[src/rtl/shi_pkg.sv]
package shi_pkg;
  localparam int LANE_N = 4;
  typedef enum logic [2:0] {
    ST_IDLE,
    ST_CMD,
    ST_WR,
    ST_RD_REQ,
    ST_RD_WAIT,
    ST_RD_SHIFT
  } link_st_e;
endpackage

[src/rtl/shi_link_sense.sv]
module shi_link_sense (
  input  logic clk,
  input  logic rst_n,
  input  logic lnk_fs,
  input  logic lnk_ck,
  output logic fs_rise,
  output logic ck_rise
);
  logic fs_q, ck_q;

  always_ff @(posedge clk) begin
    if (!rst_n) begin
      fs_q <= 1'b0;
      ck_q <= 1'b0;
    end else begin
      fs_q <= lnk_fs;
      ck_q <= lnk_ck;
    end
  end

  assign fs_rise = lnk_fs & ~fs_q;
  assign ck_rise = lnk_ck & ~ck_q & lnk_fs;
endmodule

[src/rtl/shi_deser.sv]
module shi_deser import shi_pkg::*; #(
  parameter int WORD_W = 12
) (
  input  logic              clk,
  input  logic              rst_n,
  input  logic              wide,
  input  logic              clr,
  input  logic              en,
  input  logic [LANE_N-1:0] din,
  output logic [WORD_W-1:0] word,
  output logic              done
);
  localparam int NARROW_UNITS = WORD_W;
  localparam int WIDE_UNITS   = WORD_W / LANE_N;
  localparam int CNT_W        = $clog2(NARROW_UNITS + 1);

  logic [WORD_W-1:0] acc, acc_nx;
  logic [CNT_W-1:0]  cnt;
  logic              last;

  assign last = (cnt == (wide ? CNT_W'(WIDE_UNITS - 1) : CNT_W'(NARROW_UNITS - 1)));

  always_comb begin
    if (wide) acc_nx = {din, acc[WORD_W-1:LANE_N]};
    else      acc_nx = {din[0], acc[WORD_W-1:1]};
  end

  always_ff @(posedge clk) begin
    if (!rst_n || clr) begin
      acc  <= '0;
      cnt  <= '0;
      done <= 1'b0;
    end else begin
      done <= 1'b0;
      if (en) begin
        acc <= acc_nx;
        if (last) begin
          cnt  <= '0;
          done <= 1'b1;
        end else begin
          cnt <= cnt + 1'b1;
        end
      end
    end
  end

  assign word = acc;


  cnt_range_chk: assert property (@(posedge clk) disable iff (!rst_n)
    (cnt < (wide ? CNT_W'(WIDE_UNITS) : CNT_W'(NARROW_UNITS))));
endmodule

[src/rtl/shi_ser.sv]
module shi_ser import shi_pkg::*; #(
  parameter int WORD_W = 12
) (
  input  logic              clk,
  input  logic              rst_n,
  input  logic              wide,
  input  logic              load,
  input  logic [WORD_W-1:0] ldata,
  input  logic              shift,
  output logic [LANE_N-1:0] dout,
  output logic              last
);
  localparam int NARROW_UNITS = WORD_W;
  localparam int WIDE_UNITS   = WORD_W / LANE_N;
  localparam int CNT_W        = $clog2(NARROW_UNITS + 1);

  logic [WORD_W-1:0] sr;
  logic [CNT_W-1:0]  cnt;

  assign last = (cnt == (wide ? CNT_W'(WIDE_UNITS - 1) : CNT_W'(NARROW_UNITS - 1)));

  always_ff @(posedge clk) begin
    if (!rst_n) begin
      sr  <= '0;
      cnt <= '0;
    end else if (load) begin
      sr  <= ldata;
      cnt <= '0;
    end else if (shift) begin
      sr  <= wide ? (sr >> LANE_N) : (sr >> 1);
      cnt <= last ? '0 : cnt + 1'b1;
    end
  end

  assign dout = wide ? sr[LANE_N-1:0] : {{(LANE_N-1){1'b0}}, sr[0]};


  ser_cnt_chk: assert property (@(posedge clk) disable iff (!rst_n)
    (cnt < (wide ? CNT_W'(WIDE_UNITS) : CNT_W'(NARROW_UNITS))));
endmodule

[src/rtl/shi_irq.sv]
module shi_irq (
  input  logic clk,
  input  logic rst_n,
  input  logic evt,
  input  logic clr,
  output logic irq
);
  always_ff @(posedge clk) begin
    if (!rst_n)   irq <= 1'b0;
    else if (evt) irq <= 1'b1;
    else if (clr) irq <= 1'b0;
  end


  irq_set_chk: assert property (@(posedge clk) disable iff (!rst_n)
    evt |=> irq);

  irq_clr_chk: assert property (@(posedge clk) disable iff (!rst_n)
    (clr && !evt) |=> !irq);
endmodule

[src/rtl/shi_host_link.sv]
module shi_host_link import shi_pkg::*; #(
  parameter int WORD_W = 12,
  parameter int ADDR_W = 8,
  parameter int RD_FLAG_BIT = 11,
  parameter logic [ADDR_W-1:0] IRQ_CLR_ADDR = '1
) (
  input  logic              clk,
  input  logic              rst_n,
  input  logic              strap_n,
  input  logic              lnk_fs,
  input  logic              lnk_ck,
  input  logic [LANE_N-1:0] lnk_din,
  output logic [LANE_N-1:0] lnk_dout,
  output logic [LANE_N-1:0] lnk_oe,
  output logic              lnk_irq,
  input  logic              evt_pulse,
  output logic              wr_valid,
  input  logic              wr_ready,
  output logic [ADDR_W-1:0] wr_addr,
  output logic [WORD_W-1:0] wr_data,
  output logic              rd_valid,
  input  logic              rd_ready,
  output logic [ADDR_W-1:0] rd_addr,
  input  logic              rsp_valid,
  input  logic [WORD_W-1:0] rsp_data
);
  localparam logic [LANE_N-1:0] OE_WIDE   = '1;
  localparam logic [LANE_N-1:0] OE_NARROW = LANE_N'(1);

  link_st_e          state;
  logic              wide_q;
  logic [ADDR_W-1:0] addr_q;
  logic              fs_rise, ck_rise;
  logic              collect, dz_clr, dz_done;
  logic [WORD_W-1:0] dz_word;
  logic              sr_load, sr_shift, sr_last;
  logic [LANE_N-1:0] sr_dout;
  logic              push, irq_clr;
  logic              wv_q;
  logic [ADDR_W-1:0] wa_q;
  logic [WORD_W-1:0] wd_q;

  shi_link_sense u_sense (
    .clk(clk), .rst_n(rst_n), .lnk_fs(lnk_fs), .lnk_ck(lnk_ck),
    .fs_rise(fs_rise), .ck_rise(ck_rise)
  );

  assign collect = (state == ST_CMD) || (state == ST_WR);
  assign dz_clr  = (state == ST_IDLE) || !lnk_fs;

  shi_deser #(.WORD_W(WORD_W)) u_deser (
    .clk(clk), .rst_n(rst_n), .wide(wide_q), .clr(dz_clr),
    .en(ck_rise && collect), .din(lnk_din), .word(dz_word), .done(dz_done)
  );

  assign sr_load  = (state == ST_RD_WAIT) && rsp_valid;
  assign sr_shift = (state == ST_RD_SHIFT) && ck_rise;

  shi_ser #(.WORD_W(WORD_W)) u_ser (
    .clk(clk), .rst_n(rst_n), .wide(wide_q), .load(sr_load),
    .ldata(rsp_data), .shift(sr_shift), .dout(sr_dout), .last(sr_last)
  );

  assign push    = (state == ST_WR) && dz_done && (addr_q != IRQ_CLR_ADDR);
  assign irq_clr = (state == ST_WR) && dz_done && (addr_q == IRQ_CLR_ADDR);

  shi_irq u_irq (
    .clk(clk), .rst_n(rst_n), .evt(evt_pulse), .clr(irq_clr), .irq(lnk_irq)
  );

  // width strap is only captured while reset is held
  always_ff @(posedge clk) begin
    if (!rst_n) wide_q <= !strap_n;
  end

  always_ff @(posedge clk) begin
    if (!rst_n) begin
      state  <= ST_IDLE;
      addr_q <= '0;
    end else if (!lnk_fs) begin
      state <= ST_IDLE;
    end else begin
      unique case (state)
        ST_IDLE: if (fs_rise) state <= ST_CMD;
        ST_CMD: if (dz_done) begin
          addr_q <= dz_word[ADDR_W-1:0];
          state  <= dz_word[RD_FLAG_BIT] ? ST_RD_REQ : ST_WR;
        end
        ST_WR: if (dz_done) addr_q <= addr_q + 1'b1;
        ST_RD_REQ: if (rd_ready) state <= ST_RD_WAIT;
        ST_RD_WAIT: if (rsp_valid) state <= ST_RD_SHIFT;
        ST_RD_SHIFT: if (ck_rise && sr_last) begin
          addr_q <= addr_q + 1'b1;
          state  <= ST_RD_REQ;
        end
        default: state <= ST_IDLE;
      endcase
    end
  end

  // one-deep write slot
  always_ff @(posedge clk) begin
    if (!rst_n) begin
      wv_q <= 1'b0;
      wa_q <= '0;
      wd_q <= '0;
    end else if (push) begin
      wv_q <= 1'b1;
      wa_q <= addr_q;
      wd_q <= dz_word;
    end else if (wr_ready) begin
      wv_q <= 1'b0;
    end
  end

  assign wr_valid = wv_q;
  assign wr_addr  = wa_q;
  assign wr_data  = wd_q;
  assign rd_valid = (state == ST_RD_REQ);
  assign rd_addr  = addr_q;
  assign lnk_oe   = (state == ST_RD_SHIFT) ? (wide_q ? OE_WIDE : OE_NARROW) : '0;
  assign lnk_dout = sr_dout & lnk_oe;


  wr_hold_chk: assert property (@(posedge clk) disable iff (!rst_n)
    (wr_valid && !wr_ready) |=> (wr_valid && $stable(wr_addr) && $stable(wr_data)));

  no_overflow_chk: assert property (@(posedge clk) disable iff (!rst_n)
    push |-> (!wr_valid || wr_ready));

  rd_hold_chk: assert property (@(posedge clk) disable iff (!rst_n)
    (rd_valid && !rd_ready && lnk_fs) |=> (rd_valid && $stable(rd_addr)));

  fetch_gap_chk: assert property (@(posedge clk) disable iff (!rst_n)
    ((state == ST_RD_REQ) || (state == ST_RD_WAIT)) |-> !ck_rise);

  oe_idle_chk: assert property (@(posedge clk) disable iff (!rst_n)
    !lnk_fs |=> (lnk_oe == '0));

  mode_hold_chk: assert property (@(posedge clk) disable iff (!rst_n)
    1'b1 |=> $stable(wide_q));
endmodule

[config.mk]
export PLATFORM = sky130hd
export DESIGN_NAME = shi_host_link
export DESIGN_NICKNAME = d
export VERILOG_FILES = /design/src/rtl/shi_pkg.sv /design/src/rtl/shi_link_sense.sv /design/src/rtl/shi_deser.sv /design/src/rtl/shi_ser.sv /design/src/rtl/shi_irq.sv /design/src/rtl/shi_host_link.sv
export SDC_FILE = /design/constraint.sdc
export NUM_CORES = 1
export LEC_CHECK = 0
export ABC_CLOCK_PERIOD_IN_PS = 5350
export CORE_MARGIN = 2
export CORE_UTILIZATION = 30
export DETAILED_ROUTE_END_ITERATION = 7
export HOLD_SLACK_MARGIN = 0.08
export PLACE_DENSITY = 0.56
export RECOVER_POWER = 50
export SYNTH_ARGS = -nofsm -noshare
export SYNTH_HDL_FRONTEND = slang
export SYNTH_SLANG_ARGS = --single-unit
[constraint.sdc]
create_clock -name clk -period 5.35 [get_ports clk]
set_input_delay 0.8025 -clock clk [delete_from_list [all_inputs] [get_ports clk]]
set_output_delay 0.8025 -clock clk [all_outputs]
set_load 0.02 [all_outputs]
==> run metrics, run 1 <==
status finished, final reports clean; ANT nets after route 0; Resize count post-CTS 0; number of port buffers 63; RSZ-0062 raised after global routing false; Buf+Inv Stages, Crit Path 2; CTS root buf clkbuf_16; final WL 8430 microns; dpl cell area 4100 sq um; gpl congestion 0.795; CP Launch Type flip-flop; peak per-stage delay on the critical path 0.85 ns; n_diodes 0; final setup fails 0; share of cells above drive strength 1 0.0529; H-tree depth 3; CTS tree built; DR iter-0 viols 110; worst slew pin tran 1.38 ns; row count 38; Post-Place Setup Slack 1.95 ns; Fillers 1,126; HPWL after detailed placement 5810 microns; Worst EP required 4.55 ns; Hold/Removal Path Class reg2reg; Mapped Cells 382; YS warnings 0; Post-synth ARST share 0; relative max-transition margin 0.0775; Most used DFF post-synth dfxtp_1; Worst-path clk slew 0.06 ns; I/O pin cnt 64; post-route setup slack 2.15 ns; Die H 110 microns; critical path arrival 2.40 ns; Yosys cell types 57; min cycle time layout 3.20 ns; crit path kind reg2out; GRT Total Usage 0.146; pwr dens 263 nW/um^2; Fmax achieved 312 MHz; max cap viols 0; gr ovfl total 0; average cell area after synthesis 8.87 sq um; Setup Buffers After CTS 0; Clock Latency Late Sink 0.33 ns; hold buffer count at cts 0; via count 2,909; router iterations before antenna repair 4; Area Growth Syn to Fin 29.3%; Vias per Instance 5.06; Core Area 10,900 sq um; slowest CP cell edfxtp_1; crit path cell chain buf_4 -> and2_1 -> clkdlybuf4s50_1; cts bufs inserted 9; Horiz. Die Dim 110 microns; final setup TNS 0 ns; EDFF count, synth 1; CP Max Fanout 17; DIE AREA 12,200 sq um; critical path capture point type primary output; CTS max path bufs 2; largest net degree at the start of global routing 37; DR DRC count 0; leak pwr 1.58 nW; clk sinks 69; synthesized flop and latch total 69; crit share post-route 0.598; antenna violations before repair 0; most common cell after layout, fill and taps aside dfxtp_1; Post-Syn Nets 410; Final #Nets 458; starting density of the core 0.310; commonest non-fill, non-tap cells in the layout dfxtp_1 (68), nor2_1 (47), mux2i_1 (39), clkdlybuf4s50_1 (32), dlygate4sd3_1 (31); Worst Skew 0.00821 ns; vias in the first global route 2,798; CP delay by family, top buffers and inverters; Synth Cell Area 3390 sq um; global-route wire length before repair 13,800 microns; Final Cell Area 4380 sq um; reg2reg setup slack 2.39 ns; fin. max-slew vios 0; drt wl/cell 14.7 microns; Max VDD drop 0.169 mV; final hold violations 0; register area share after synthesis 0.410
==> synth_stat cells (all sizes together), types with 2 or more instances <==
master   n  share of area
o221a    5          0.017
nor2    47          0.052
nor2b    2         0.0037
nand3   23          0.034
nand4    2         0.0037
o21ai    6         0.0089
nor3     5         0.0074
a211o    2         0.0052
a311oi   4          0.010
nand2b   5         0.0092
a211oi  13          0.029
o31ai    2         0.0044
and2     9          0.017
or3b     4          0.011
a31oi    2         0.0037
mux2i   39           0.12
a32o     4          0.012
dfxtp   68           0.40
inv     11          0.012
a21o     2         0.0044
o211ai   9          0.020
o221ai   4          0.010
clkbuf  14          0.016
nand3b   7          0.017
ha       3          0.011
and3     7          0.013
a21oi   22          0.032
nand4b   2         0.0052
xor2     3         0.0078
buf     14          0.020
nand2   23          0.025
==> final cells by class <==
class | count | area (sq um) | area share
well taps | 140 | 175 | 0.0400
clock buffers | 9 | 225 | 0.0514
multi-input cells | 274 | 1840 | 0.420
inverters | 11 | 41.3 | 0.00942
flip-flops and latches | 69 | 1390 | 0.318
repair buffers | 65 | 642 | 0.146
clock inverters | 7 | 65.1 | 0.0148
==> worst reg2reg max path: stages (launching register included) <==
cell	delay, ns
edfxtp_1	0.85
buf_4	0.37
or3b_4	0.44
a2111oi_4	0.67
o21a_1	0.32
a221oi_1	0.11
==> cells by family (layout without fill, tap and decap cells) <==
logic type,Yosys count,count (layout),synth area share
xor gates and xnor gates,4,4,0.0103
AOI/OAI and AO/OA,86,86,0.191
adders and majority gates,3,3,0.0111
and+or+nand+nor,142,142,0.214
buffers and inverters,39,92,0.0480
muxes,39,39,0.115
DFF,69,69,0.410
==> flip-flops by register name, summed over array words and instances (netlist names) <==
name,cells
u_deser.word,12
u_ser.sr,12
wr_data,12
rd_addr,8
wr_addr,8
u_deser.cnt,4
u_ser.cnt,4
state,3
u_deser.done,1
u_irq.irq,1
u_sense.ck_q,1
u_sense.fs_q,1
wide_q,1
wr_valid,1
==> where the power goes <==
group	switching [mW]	leakage, nW	internal [mW]
sequential	0.00618	0.558	0.517
combinational	0.0242	0.880	0.0285
clock	0.251	0.141	0.327
==> per-layer routing <==
| metal | global-route usage | up-vias | share of wire |
|---|---|---|---|
| met5 | 0 | - | 0 |
| met4 | 0.0464 | 0 | 0.0096 |
| met3 | 0.0406 | 8 | 0.045 |
| met2 | 0.228 | 54 | 0.46 |
| met1 | 0.197 | 1334 | 0.49 |
| li1 | - | 1513 | - |
==> metrics by stage <==
| step | cells | utilization | hold WS, ns | total power [mW] |
|---|---|---|---|---|
| global placement | 559 | 0.374 | 0.470 | 0.588 |
| global route | 575 | 0.401 | 0.517 | 1.20 |
| CTS | 575 | 0.401 | 0.494 | 1.17 |
| finish | 575 | 0.401 | 0.481 | 1.15 |
| detailed placement | 559 | 0.374 | 0.480 | 0.589 |
| floorplan | 382 | - | 0.453 | 0.562 |
==> final timing paths <==
| path | endpoint | from | cells after the start |
|---|---|---|---|
| worst min-delay path | wr_valid$_SDFFE_PN0P_ | wr_valid$_SDFFE_PN0P_ | 2 |
| worst max-delay path | lnk_oe[1] | wide_q$_DFFE_PN_ | 3 |
| worst min register to register | wr_valid$_SDFFE_PN0P_ | wr_valid$_SDFFE_PN0P_ | 2 |
| worst max register to register | rd_addr[0]$_SDFFE_PN0P_ | wide_q$_DFFE_PN_ | 5 |
Power figures use the tool's default switching activity.
==> inputs of run 2 (changes only) <==
Settings changed: ABC_CLOCK_PERIOD_IN_PS 5350 to 2620, PLACE_DENSITY 0.56 to 0.58.
Clock period 5.35 ns to 2.62 ns, I/O delays scaled along.
==> run metrics, run 2 (same netlist as run 1, synthesis figures left out) <==
most common cell after layout, fill and taps aside dfxtp_1 (unchanged); largest net degree at the start of global routing 30 (was 37); DR DRC count 0 (unchanged); global-route wire length before repair 14,400 microns (was 13,800 microns); DR iter-0 viols 143 (was 110); Register Area 1390 sq um (unchanged); CP Max Fanout 14 (was 17); Overall Power 2.34 mW (was 1.15 mW); share of cells above drive strength 1 0.0735 (was 0.0529); Clk pwr share 0.492 (was 0.501); Horiz. Die Dim 110 microns (unchanged); crit path kind reg2out (unchanged); Hold/Removal Path Class reg2reg (unchanged); final hold violations 0 (unchanged); net switching power 0.564 mW (was 0.281 mW); final setup TNS 0 ns (unchanged); dpl cell area 4210 sq um (was 4100 sq um); drt wl/cell 14.9 microns (was 14.7 microns); Max VDD drop 0.330 mV (was 0.169 mV); starting density of the core 0.310 (unchanged); DIE AREA 12,200 sq um (unchanged); Cell Count, Final, Fillers Out 589 (was 575); sequential power share 0.454 (about the same); number of port buffers 63 (unchanged); crit share post-route 0.937; GRT Total Usage 0.153 (was 0.146); clk sinks 69 (unchanged); cts bufs inserted 9 (unchanged); critical path capture point type primary output (unchanged); RSZ-0062 raised after global routing false (unchanged); relative max-transition margin 0.549 (was 0.0775); critical path arrival 2.06 ns (was 2.40 ns); I/O pin cnt 64 (unchanged); commonest non-fill, non-tap cells in the layout dfxtp_1 (68), nor2_1 (47), mux2i_1 (39), clkdlybuf4s50_1 (34), dlygate4sd3_1 (29) (was dfxtp_1 (68), nor2_1 (47), mux2i_1 (39), clkdlybuf4s50_1 (32), dlygate4sd3_1 (31)); Worst Skew 0.00692 ns (was 0.00821 ns); min cycle time layout 2.45 ns; final WL 8750 microns (was 8430 microns); P_int 1.77 mW (was 0.872 mW); CTS max path bufs 2 (unchanged); router iterations before antenna repair 4 (unchanged); Final #Nets 472 (was 458); n_diodes 0 (unchanged); CP Launch Type flip-flop (unchanged); placed cells 573 (was 559); gr ovfl total 0 (unchanged); HPWL after detailed placement 6190 microns (was 5810 microns); pwr dens 521 nW/um^2 (was 263 nW/um^2); Area Growth Syn to Fin 32.3% (was 29.3%); CTS tree built (unchanged); Setup Buffers After CTS 0 (unchanged); gpl congestion 0.824 (was 0.795); antenna violations before repair 0 (unchanged); switching part of the total power 0.241 (was 0.244); Die H 110 microns (unchanged); Fillers 1,136 (was 1,126); vias in the first global route 2,844 (was 2,798); row count 38 (unchanged); Worst-path clk slew 0.06 ns (about the same); CTS root buf clkbuf_16 (unchanged); status finished, final reports clean (unchanged); Worst EP required 2.23 ns (was 4.55 ns); leak pwr 1.66 nW (was 1.58 nW); Fmax achieved 407 MHz; Multi-input gate area 1850 sq um (was 1840 sq um); Core Area 10,900 sq um (unchanged); Final Cell Area 4480 sq um (was 4380 sq um); fin. max-slew vios 0 (unchanged); ANT nets after route 0 (unchanged); max cap viols 0 (unchanged); H-tree depth 3 (unchanged); Clock Latency Late Sink 0.34 ns (was 0.33 ns); logic gate share of total power 0.054 (was 0.046); Vias per Instance 5.11 (was 5.06); worst slew pin tran 0.676 ns (was 1.38 ns); via count 3,011 (was 2,909); final setup fails 0 (unchanged)
[run 2: changes by cell type in the layout (fill, tap and decap cells not counted), sizes merged]
cell and delta:
clkdlybuf4s50 +2, dlygate4sd3 -2, clkbuf +4, buf +10, clkinv +3, inv -3
[run 2: layer usage]
metal	wire length (microns)	vias to the layer above	global-route usage	share of wire
li1	-	1521	-	-
met1	4370	1410	0.212	0.50
met2	3850	67	0.232	0.44
met3	346	13	0.0253	0.040
met4	184	0	0.0741	0.021
met5	0	-	0	0
[run 2: power by group through the flow]
stage               combinational, mW  sequential [mW]  clock, mW
floorplan                      0.0643             1.08          0
global placement                0.130             1.08          0
detailed placement              0.131             1.08          0
CTS                             0.131             1.06       1.17
global route                    0.137             1.06       1.22
finish                          0.127             1.06       1.15
[run 2: repair_timing]
action | CTS | global route
hold endpoints to repair | 0 | 0
resized for setup | 0 | 1
hold buffers | 0 | 0
setup endpoints to repair | 0 | 7
[run 2: path summary, 6_finish.rpt]
check	startpoint	to	slack (ns)	cells after the start
worst max register to register	state[1]$_SDFFE_PN0P_	rd_addr[0]$_SDFFE_PN0P_	0.57	4
worst max-delay path	state[1]$_SDFFE_PN0P_	lnk_oe[3]	0.17	4
worst min register to register	wr_addr[2]$_SDFFE_PN0P_	wr_addr[2]$_SDFFE_PN0P_	0.48	2
worst min-delay path	wr_addr[2]$_SDFFE_PN0P_	wr_addr[2]$_SDFFE_PN0P_	0.48	2
[run 2: area by class of cell]
| class | instances | area share |
|---|---|---|
| clock inverters | 7 | 0.0126 |
| inverters | 11 | 0.00921 |
| well taps | 140 | 0.0391 |
| repair buffers | 79 | 0.166 |
| multi-input cells | 274 | 0.413 |
| clock buffers | 9 | 0.0502 |
| flip-flops and latches | 69 | 0.310 |
[run 2: stage by stage]
stage | setup WS, ns | util | hold WS (ns)
floorplan | 0.773 | - | 0.453
global placement | 0.450 | 0.385 | 0.466
detailed placement | 0.391 | 0.385 | 0.480
CTS | 0.0152 | 0.411 | 0.487
global route | 0.0404 | 0.410 | 0.511
finish | 0.166 | 0.410 | 0.484
[run 2: worst max-delay path, cell delays in order, from the launching register on]
cell and delay [ns]:
dfxtp_1 0.58, nand3b_4 0.28, inv_2 0.12, and2_1 0.20
clkdlybuf4s50_1 0.54
==> inputs of run 3 (changes only) <==
Settings changed: CAP_MARGIN from default to 30, MAX_ROUTING_LAYER from default to met4.
==> run metrics, run 3 (same netlist as run 1, synthesis figures left out) <==
Overall Power 2.33 mW (was 2.34 mW); global-route wire length before repair 14,400 microns (about the same); Hold/Removal Path Class reg2reg (unchanged); number of cells on the worst reg-to-reg path 4 (unchanged); largest net degree at the start of global routing 30 (unchanged); Core Area 10,900 sq um (unchanged); CP Launch Type flip-flop (unchanged); CTS max path bufs 2 (unchanged); final setup fails 0 (unchanged); RSZ-0062 raised after global routing false (unchanged); Worst Skew 0.00617 ns (was 0.00692 ns); row count 38 (unchanged); Clk pwr share 0.491 (was 0.492); commonest non-fill, non-tap cells in the layout dfxtp_1 (68), nor2_1 (47), mux2i_1 (39), clkdlybuf4s50_1 (34), dlygate4sd3_1 (29) (unchanged); relative max-transition margin 0.545 (was 0.549); P_int 1.77 mW (about the same); HPWL after detailed placement 6190 microns (unchanged); Setup Buffers After CTS 0 (unchanged); vias in the first global route 2,839 (was 2,844); starting density of the core 0.310 (unchanged); max cap viols 0 (unchanged); via count 3,004 (was 3,011); switching part of the total power 0.239 (was 0.241); CTS tree built (unchanged); GRT Total Usage 0.158 (was 0.153); Horiz. Die Dim 110 microns (unchanged); antenna violations before repair 0 (unchanged); gpl congestion 0.836 (was 0.824); drt wl/cell 14.8 microns (was 14.9 microns); ANT nets after route 0 (unchanged); H-tree depth 3 (unchanged); DR iter-0 viols 142 (was 143); most common cell after layout, fill and taps aside dfxtp_1 (unchanged); cts bufs inserted 9 (unchanged); CTS root buf clkbuf_16 (unchanged); Fmax achieved 409 MHz (was 407 MHz); Final Cell Area 4480 sq um (unchanged); fin. max-slew vios 0 (unchanged); min cycle time layout 2.44 ns (was 2.45 ns); number of port buffers 63 (unchanged); share of cells above drive strength 1 0.0735 (unchanged); leak pwr 1.66 nW (unchanged); Final #Nets 472 (unchanged); final setup TNS 0 ns (unchanged); Area Growth Syn to Fin 32.3% (unchanged); logic gate share of total power 0.054 (about the same); status finished, final reports clean (unchanged); gr ovfl total 0 (unchanged); CP Max Fanout 14 (unchanged); crit path kind reg2out (unchanged); Worst-path clk slew 0.06 ns (about the same); critical path arrival 2.05 ns (was 2.06 ns); final WL 8730 microns (was 8750 microns); pwr dens 520 nW/um^2 (was 521 nW/um^2); Max VDD drop 0.331 mV (was 0.330 mV); Hold Crit Depth 2 (unchanged); Resize count post-CTS 0 (unchanged); router iterations before antenna repair 4 (unchanged); Clock Latency Late Sink 0.33 ns (was 0.34 ns); DIE AREA 12,200 sq um (unchanged); final hold violations 0 (unchanged); sequential power share 0.455 (was 0.454); crit share post-route 0.932 (was 0.937); dpl cell area 4210 sq um (unchanged); Vias per Instance 5.10 (was 5.11); I/O pin cnt 64 (unchanged); hold buffer count at cts 0 (unchanged); critical path capture point type primary output (unchanged); clk sinks 69 (unchanged); worst slew pin tran 0.682 ns (was 0.676 ns); Worst EP required 2.23 ns (about the same); Die H 110 microns (unchanged); n_diodes 0 (unchanged); net switching power 0.558 mW (was 0.564 mW); DR DRC count 0 (unchanged)
[run 3: cell counts in the layout (fill, tap and decap cells not counted)]
No cell type changed its count.
[run 3: power by group through the flow]
stage	Combinational, mW	Clock [mW]	Sequential, mW
final	0.127	1.14	1.06
after global routing	0.137	1.22	1.06
after CTS	0.131	1.17	1.06
after detailed placement	0.131	0	1.08
after global placement	0.130	0	1.08
after floorplan	0.0643	0	1.08
[run 3: area by class of cell]
class / count / area (sq um)
clock buffers: 9 / 225
clock inverters: 7 / 56.3
fillers: 1136 / 6450
inverters: 11 / 41.3
multi-input cells: 274 / 1850
flip-flops and latches: 69 / 1390
well taps: 140 / 175
repair buffers: 79 / 744
[run 3: final timing paths]
kind,from,end,slack (ns)
max reg2reg,state[1]$_SDFFE_PN0P_,rd_addr[0]$_SDFFE_PN0P_,0.57
min reg2reg,wr_addr[2]$_SDFFE_PN0P_,wr_addr[2]$_SDFFE_PN0P_,0.48
max,state[1]$_SDFFE_PN0P_,lnk_oe[3],0.18
min,wr_addr[2]$_SDFFE_PN0P_,wr_addr[2]$_SDFFE_PN0P_,0.48
[run 3: worst max-delay path: stages, from the launching register on]
cell,delay (ns)
dfxtp_1,0.58
nand3b_4,0.28
inv_2,0.12
and2_1,0.20
clkdlybuf4s50_1,0.54
[run 3: through the flow]
| stage | setup slack, ns | hold WS, ns | utilization | instances |
|---|---|---|---|---|
| 6_report | 0.177 | 0.484 | 0.410 | 589 |
| 5_1_grt | 0.0384 | 0.511 | 0.410 | 589 |
| 4_1_cts | 0.0152 | 0.487 | 0.411 | 589 |
| 3_5_place_dp | 0.391 | 0.480 | 0.385 | 573 |
| 3_3_place_gp | 0.450 | 0.466 | 0.385 | 573 |
| 2_1_floorplan | 0.773 | 0.453 | - | 382 |
[run 3: per-layer routing]
layer  vias up  wire [microns]  global-route usage
met3        12             342              0.0288
met2        64            3830               0.231
met4         0             155              0.0634
met1      1405            4400               0.215
li1       1523               -                   -
met5         -               0                   -
